## config.mk

```make
export PLATFORM = sky130hd
export DESIGN_NAME = sci_wake_irq_ctrl
export DESIGN_NICKNAME = d
export VERILOG_FILES = /design/src/rtl/sci_wk_pkg.sv /design/src/rtl/sci_wk_wake_detect.sv /design/src/rtl/sci_wk_ctrl_regs.sv /design/src/rtl/sci_wk_irq_merge.sv /design/src/rtl/sci_wake_irq_ctrl.sv
export SDC_FILE = /design/constraint.sdc
export NUM_CORES = 1
export LEC_CHECK = 0
export CORE_AREA = 5 5 42 44
export CTS_CLUSTER_SIZE = 24
export DETAILED_ROUTE_END_ITERATION = 10
export DIE_AREA = 0 0 47 49
export HOLD_SLACK_MARGIN = 0.08
export PLACE_DENSITY_LB_ADDON = 0.3
export SYNTH_ARGS = -nofsm -noshare
export SYNTH_HDL_FRONTEND = slang
export SYNTH_HIERARCHICAL = 1
export SYNTH_SLANG_ARGS = --single-unit
```

## constraint.sdc

```tcl
create_clock -name clk -period 2.1 [get_ports clk]
set_input_delay 0.63 -clock clk [delete_from_list [all_inputs] [get_ports clk]]
set_output_delay 0.63 -clock clk [all_outputs]
set_load 0.05 [all_outputs]
```

## src/rtl/sci_wk_pkg.sv

```systemverilog
package sci_wk_pkg;

    typedef struct packed {
        logic wake_addr;   // bit 5: 1 = address mark wakes, 0 = idle line wakes
        logic standby;     // bit 4
        logic rx_en;       // bit 3
        logic idle_ie;     // bit 2
        logic rx_ie;       // bit 1: receive-full and overrun
        logic txdone_ie;   // bit 0
    } wk_ctrl_t;

    localparam int CTRL_W  = $bits(wk_ctrl_t);
    localparam int NUM_SRC = 4;

    localparam int SRC_TXDONE  = 0;
    localparam int SRC_RXFULL  = 1;
    localparam int SRC_OVERRUN = 2;
    localparam int SRC_IDLE    = 3;

    // sources that belong to the receiver and are masked by rx_en
    localparam logic [NUM_SRC-1:0] RX_SRC_MASK = 4'b1110;

    function automatic logic [NUM_SRC-1:0] src_enables(input wk_ctrl_t c);
        logic [NUM_SRC-1:0] e;
        e              = '0;
        e[SRC_TXDONE]  = c.txdone_ie;
        e[SRC_RXFULL]  = c.rx_ie;
        e[SRC_OVERRUN] = c.rx_ie;
        e[SRC_IDLE]    = c.idle_ie;
        return e;
    endfunction

endpackage

```

## src/rtl/sci_wk_wake_detect.sv

```systemverilog
module sci_wk_wake_detect
    import sci_wk_pkg::*;
(
    input  wk_ctrl_t ctrl,
    input  logic     line_idle_evt,
    input  logic     frame_evt,
    input  logic     frame_addr_bit,
    output logic     wake_hit,
    output logic     rx_active
);
    logic addr_mark;
    logic sel_event;

    always_comb begin
        addr_mark = frame_evt & frame_addr_bit;
        sel_event = ctrl.wake_addr ? addr_mark : line_idle_evt;
        wake_hit  = ctrl.rx_en & ctrl.standby & sel_event;
        rx_active = ctrl.rx_en & ~ctrl.standby;
    end
endmodule

```

## src/rtl/sci_wk_ctrl_regs.sv

```systemverilog
module sci_wk_ctrl_regs
    import sci_wk_pkg::*;
(
    input  logic     clk,
    input  logic     rst,
    input  logic     wr,
    input  wk_ctrl_t wdata,
    input  logic     wake_hit,
    output wk_ctrl_t ctrl_q
);
    wk_ctrl_t ctrl_d;

    always_comb begin
        ctrl_d = ctrl_q;
        if (wr) begin
            ctrl_d = wdata;
        end
        // hardware wakeup clear overrides any software value this cycle
        if (wake_hit) begin
            ctrl_d.standby = 1'b0;
        end
    end

    always_ff @(posedge clk) begin
        if (rst) begin
            ctrl_q <= '0;
        end else begin
            ctrl_q <= ctrl_d;
        end
    end

    a_r1_reset_clears: assert property (@(posedge clk) disable iff (rst)
        $fell(rst) |-> (ctrl_q == '0));

    a_r9_wake_clears_standby: assert property (@(posedge clk) disable iff (rst)
        wake_hit |=> !ctrl_q.standby);

    a_r11_hw_clear_wins: assert property (@(posedge clk) disable iff (rst)
        (wr && wdata.standby && wake_hit) |=> !ctrl_q.standby);

    a_r7_write_loads: assert property (@(posedge clk) disable iff (rst)
        (wr && !wake_hit) |=> (ctrl_q == $past(wdata)));

    a_r12_hold_when_quiet: assert property (@(posedge clk) disable iff (rst)
        (!wr && !wake_hit) |=> $stable(ctrl_q));
endmodule

```

## src/rtl/sci_wk_irq_merge.sv

```systemverilog
module sci_wk_irq_merge #(
    parameter int                 NSRC    = 4,
    parameter logic [NSRC-1:0]    RX_MASK = '0
) (
    input  logic [NSRC-1:0] flags,
    input  logic [NSRC-1:0] enables,
    input  logic            rx_en,
    output logic            irq
);
    logic [NSRC-1:0] gated;

    for (genvar i = 0; i < NSRC; i++) begin : g_src
        if (RX_MASK[i]) begin : g_rx
            assign gated[i] = flags[i] & enables[i] & rx_en;
        end else begin : g_plain
            assign gated[i] = flags[i] & enables[i];
        end
    end

    assign irq = |gated;
endmodule

```

## src/rtl/sci_wake_irq_ctrl.sv

```systemverilog
module sci_wake_irq_ctrl
    import sci_wk_pkg::*;
(
    input  logic              clk,
    input  logic              rst,
    input  logic              ctrl_wr,
    input  logic [CTRL_W-1:0] ctrl_wdata,
    input  logic              txdone_flag,
    input  logic              rxfull_flag,
    input  logic              overrun_flag,
    input  logic              idle_flag,
    input  logic              line_idle_evt,
    input  logic              frame_evt,
    input  logic              frame_addr_bit,
    output logic              irq,
    output logic              rx_active,
    output logic              standby_q
);
    wk_ctrl_t           ctrl;
    wk_ctrl_t           wdata;
    logic               wake_hit;
    logic [NUM_SRC-1:0] flags;

    assign wdata = wk_ctrl_t'(ctrl_wdata);

    always_comb begin
        flags              = '0;
        flags[SRC_TXDONE]  = txdone_flag;
        flags[SRC_RXFULL]  = rxfull_flag;
        flags[SRC_OVERRUN] = overrun_flag;
        flags[SRC_IDLE]    = idle_flag;
    end

    sci_wk_wake_detect u_wake (
        .ctrl           (ctrl),
        .line_idle_evt  (line_idle_evt),
        .frame_evt      (frame_evt),
        .frame_addr_bit (frame_addr_bit),
        .wake_hit       (wake_hit),
        .rx_active      (rx_active)
    );

    sci_wk_ctrl_regs u_regs (
        .clk      (clk),
        .rst      (rst),
        .wr       (ctrl_wr),
        .wdata    (wdata),
        .wake_hit (wake_hit),
        .ctrl_q   (ctrl)
    );

    sci_wk_irq_merge #(
        .NSRC    (NUM_SRC),
        .RX_MASK (RX_SRC_MASK)
    ) u_irq (
        .flags   (flags),
        .enables (src_enables(ctrl)),
        .rx_en   (ctrl.rx_en),
        .irq     (irq)
    );

    assign standby_q = ctrl.standby;

    a_r5_rx_sources_masked: assert property (@(posedge clk) disable iff (rst)
        !ctrl.rx_en |-> (irq == (txdone_flag && ctrl.txdone_ie)));

    a_r6_level_holds: assert property (@(posedge clk) disable iff (rst)
        (txdone_flag && ctrl.txdone_ie) |-> irq);

    a_r8_active_not_standby: assert property (@(posedge clk) disable iff (rst)
        rx_active |-> (!standby_q && ctrl.rx_en));

    a_r4_idle_source: assert property (@(posedge clk) disable iff (rst)
        (idle_flag && ctrl.idle_ie && ctrl.rx_en) |-> irq);
endmodule

```

==> impl_summary.log <==
INFO  metric status = finished clean
INFO  metric detail_route.wirelength = roughly 730 um
INFO  metric drt_drc_violations_left = 0
INFO  metric top_register = u_regs/ctrl_q
INFO  metric reg_top3 = u_regs/ctrl_q: 6 flops
INFO  metric first_global_vias = ~270
INFO  metric synthSimpleGateAreaFrac = 0.197
INFO  metric slew_viol_final = 0
INFO  metric leakage = between 0.2 and 0.25 nW
INFO  metric synth.area.top_cells = sky130_fd_sc_hd__dfxtp_1 (44%), sky130_fd_sc_hd__mux2i_1 (22%), sky130_fd_sc_hd__nor2_1 (6.9%)
INFO  metric cp_data_required_time = about 1500 ps
INFO  metric cts.clk_slew.worst_paths = around 50 ps
INFO  metric highest_ir_drop_seen_on_vdd = ~190 uV
INFO  metric critical_path_start_end_classification = in -> out
INFO  metric areaGrowthSynthToFinish = 75.7%
INFO  metric viasPerCell = between 4 and 5
INFO  metric ys_types = 13
INFO  metric rr_worst_depth = 3
INFO  metric sink_of_the_worst_hold_path = u_regs/ctrl_q[0]
INFO  metric synthAdderAreaFrac = 0
INFO  metric synth.mux.area_fraction = 0.220
INFO  metric grt_max_degree = 7
INFO  metric clk_path_buf_depth = 2
INFO  metric post_route_clock_period_utilization = 0.971
INFO  metric grt.total_usage = 0.0663
INFO  metric worst-r2r-setup-slack = 1350 ps
INFO  metric worst_slew_pin_slew = between 300 and 400 ps
INFO  metric timing.critical_path.from = txdone_flag
INFO  metric worstPathArrival = around 1400 ps
INFO  metric global_route.overflow_total = 0
INFO  metric timing.max_slew.rel_slack = 0.754
INFO  metric synth_compound_gate_area_share = 0.0872
INFO  metric crit-reg2reg-capture = u_regs/ctrl_q[4]
INFO  metric drt-pass1-iter-count = 4
INFO  metric dieWidth = 47 um
INFO  metric min_from = u_regs/ctrl_q[0]
INFO  metric synth_warnings = 6
INFO  metric final.setup.tns = 0 ps
INFO  metric clock-root-buffer = sky130_fd_sc_hd__clkbuf_4
INFO  metric met2_wirelength = roughly 260 um
INFO  metric synthesis.area = about 270 um2
INFO  metric insertion_delay = 240 ps
INFO  metric dominant_combinational_cell_family_by_area_after_synthesis = multiplexers
INFO  metric fraction_of_final_layout_cells_with_drive_strength_greater_than_1 = 0.167
INFO  metric largest_register_ffs = 6
INFO  metric yosysSeqAreaShare = 0.440
INFO  metric row_count = 14
INFO  metric fmax = 0.490 GHz
INFO  metric synth_flop_cell = sky130_fd_sc_hd__dfxtp_1
INFO  metric die_area = ~0.0023 mm2
INFO  metric initial_utilization = 0.195
INFO  metric netlist_instances = 28
INFO  metric antenna_found_initial = 0
INFO  metric grt_first_pass_wirelength = a little over 1000 um
INFO  metric syn_area_per_cell = between 9 and 10 um2
INFO  metric setup.worst_path.start_class = input pin
INFO  metric detail_route.wirelength.met1 = just over 300 um
INFO  metric num_vias = between 200 and 300
INFO  metric synth_fp_nets = 44
INFO  metric design.core.area = roughly 0.0014 mm2
INFO  metric highest-signal-layer = met3
INFO  metric synth_enable_flop_cells = 0
INFO  metric detail-route-antenna-nets = 0
INFO  metric setup_viol = 0
INFO  metric design_area = 479 um2
INFO  metric antenna-diode-count = 0
INFO  metric fill_cells = 160
INFO  metric placed_inst_area = 454 um2
INFO  metric timing.rr.start = u_regs/ctrl_q[5]
INFO  metric post-route-worst-setup-slack = roughly 61 ps
INFO  metric synthArstFlopShare = 0
INFO  metric ys_top_cells_by_count = sky130_fd_sc_hd__dfxtp_1 (6), sky130_fd_sc_hd__mux2i_1 (6), sky130_fd_sc_hd__nor2_1 (5)
INFO  metric synth_seq_cells = 6
INFO  metric cts.sinks = 6
INFO  metric io_pins = 19
INFO  metric post-place-ws = -186 ps
INFO  metric cts_made_buffers = 3
INFO  metric final_period_minus_worst_setup_slack = a little over 2000 ps
INFO  metric hold_path_class = reg -> reg
INFO  metric final_hold_viol_count = 0
INFO  metric cts_hold_repair.buffers = 0
INFO  metric fp.dieH = slightly below 50 um
INFO  metric detail_route.iter0.violations = 9
INFO  metric post-synth-top-area-fraction = 0.440
INFO  metric drv.max_cap_violation_count = 0
INFO  metric finClkSkew = between 4 and 5 ps
INFO  metric synth-xor-area-share = 0
INFO  metric timing.critical_path.to_type = output port
INFO  metric final_weighted_congestion_of_routability_driven_global_placement = roughly 0.57
INFO  metric synth_area_leader_cell = sky130_fd_sc_hd__dfxtp_1
INFO  metric numnets_final = between 60 and 70
INFO  metric power_density = between 600 and 700 mW/mm2
INFO  metric rsz0062_at_grt = no
INFO  metric route.met3.wl = 151 um
INFO  metric hold_path_depth = 2
INFO  metric tritoncts = done
INFO  metric timing.critical_path.fanout_max = 1
INFO  metric cts_max_level = 1
INFO  metric numPortBuffers = 18
INFO  metric cts.repair_timing.setup_buffer_count = 0
INFO  metric per_cell_routed_wire_length = 11.3 um
-- area by class of cell --
type | instances | area (um2) | area share
repair buffers | 18 | 175 | 0.366
multi-input cells | 20 | 138 | 0.287
flip-flops and latches | 6 | 120 | 0.251
clock buffers | 3 | 22.5 | 0.0470
well taps | 16 | 20.0 | 0.0418
inverters | 1 | 3.75 | 0.00783
-- logic make-up (layout without fill, tap and decap cells) --
family / Yosys count / after routing
buffers and inverters: 2 / 22
flip-flops: 6 / 6
AND/OR/NAND/NOR: 11 / 11
AO/OA/AOI/OAI: 3 / 3
multiplexers: 6 / 6
-- where the power goes --
group / leakage, nW / switching [W] / internal [W]
logic: 0.140 / 0.0000281 / 0.0000377
registers: 0.0496 / 0.00000497 / 0.000121
clock network: 0.0138 / 0.0000397 / 0.0000645
total: 0.203 / 0.0000728 / 0.000223
-- routing by layer --
metal	global-route usage	vias to the layer above
met1	0.0774	104
met5	0	-
met3	0.0480	0
met2	0.0769	21
met4	0.0553	0
li1	-	136
-- what timing repair did --
action                                  in CTS  in global routing
pin swaps                                    2                  2
endpoints found under the setup margin       1                  1
gates resized for setup                      4                  2
hold endpoints to repair                     0                  0
-- through the flow --
| step | power (W) | cells | util | hold slack (ps) |
|---|---|---|---|---|
| 2_1_floorplan | 0.000159 | 28 | - | 460 |
| 5_1_grt | 0.000314 | 64 | 0.342 | 555 |
| 6_report | 0.000296 | 64 | 0.342 | 496 |
| 3_3_place_gp | 0.000195 | 61 | 0.324 | 483 |
| 3_5_place_dp | 0.000195 | 61 | 0.324 | 489 |
| 4_1_cts | 0.000304 | 64 | 0.340 | 501 |
-- how the worst max path moves through the flow --
stage               endpoint  slack, ps  depth (start not counted)
finish                   irq         60                          4
global route             irq        0.2                          4
CTS                      irq         10                          4
detailed placement       irq       -190                          4
global placement         irq       -160                          4
floorplan                irq         50                          2
-- cell usage in the layout (no fill, tap or decap) --
cell and n:
sky130_fd_sc_hd__inv_1 1, sky130_fd_sc_hd__buf_4 2, sky130_fd_sc_hd__o21ai_1 1, sky130_fd_sc_hd__a222oi_1 1, sky130_fd_sc_hd__nand3_1 1, sky130_fd_sc_hd__clkbuf_4 3
sky130_fd_sc_hd__nand2_1 2, sky130_fd_sc_hd__buf_6 1, sky130_fd_sc_hd__mux2i_1 6, sky130_fd_sc_hd__clkdlybuf4s50_1 12, sky130_fd_sc_hd__nor2_1 5, sky130_fd_sc_hd__clkdlybuf4s15_1 2
sky130_fd_sc_hd__nand2b_1 1, sky130_fd_sc_hd__dlygate4sd2_1 1, sky130_fd_sc_hd__nor3_2 1, sky130_fd_sc_hd__nor2b_1 1, sky130_fd_sc_hd__a21oi_2 1, sky130_fd_sc_hd__dfxtp_1 6
-- worst max-delay path, cell delays in order --
cell                              delay (ps)
sky130_fd_sc_hd__clkdlybuf4s50_1         450
sky130_fd_sc_hd__nand2_1                  50
sky130_fd_sc_hd__o21ai_1                  90
sky130_fd_sc_hd__buf_6                   180
(Power assumes the default switching activity.)
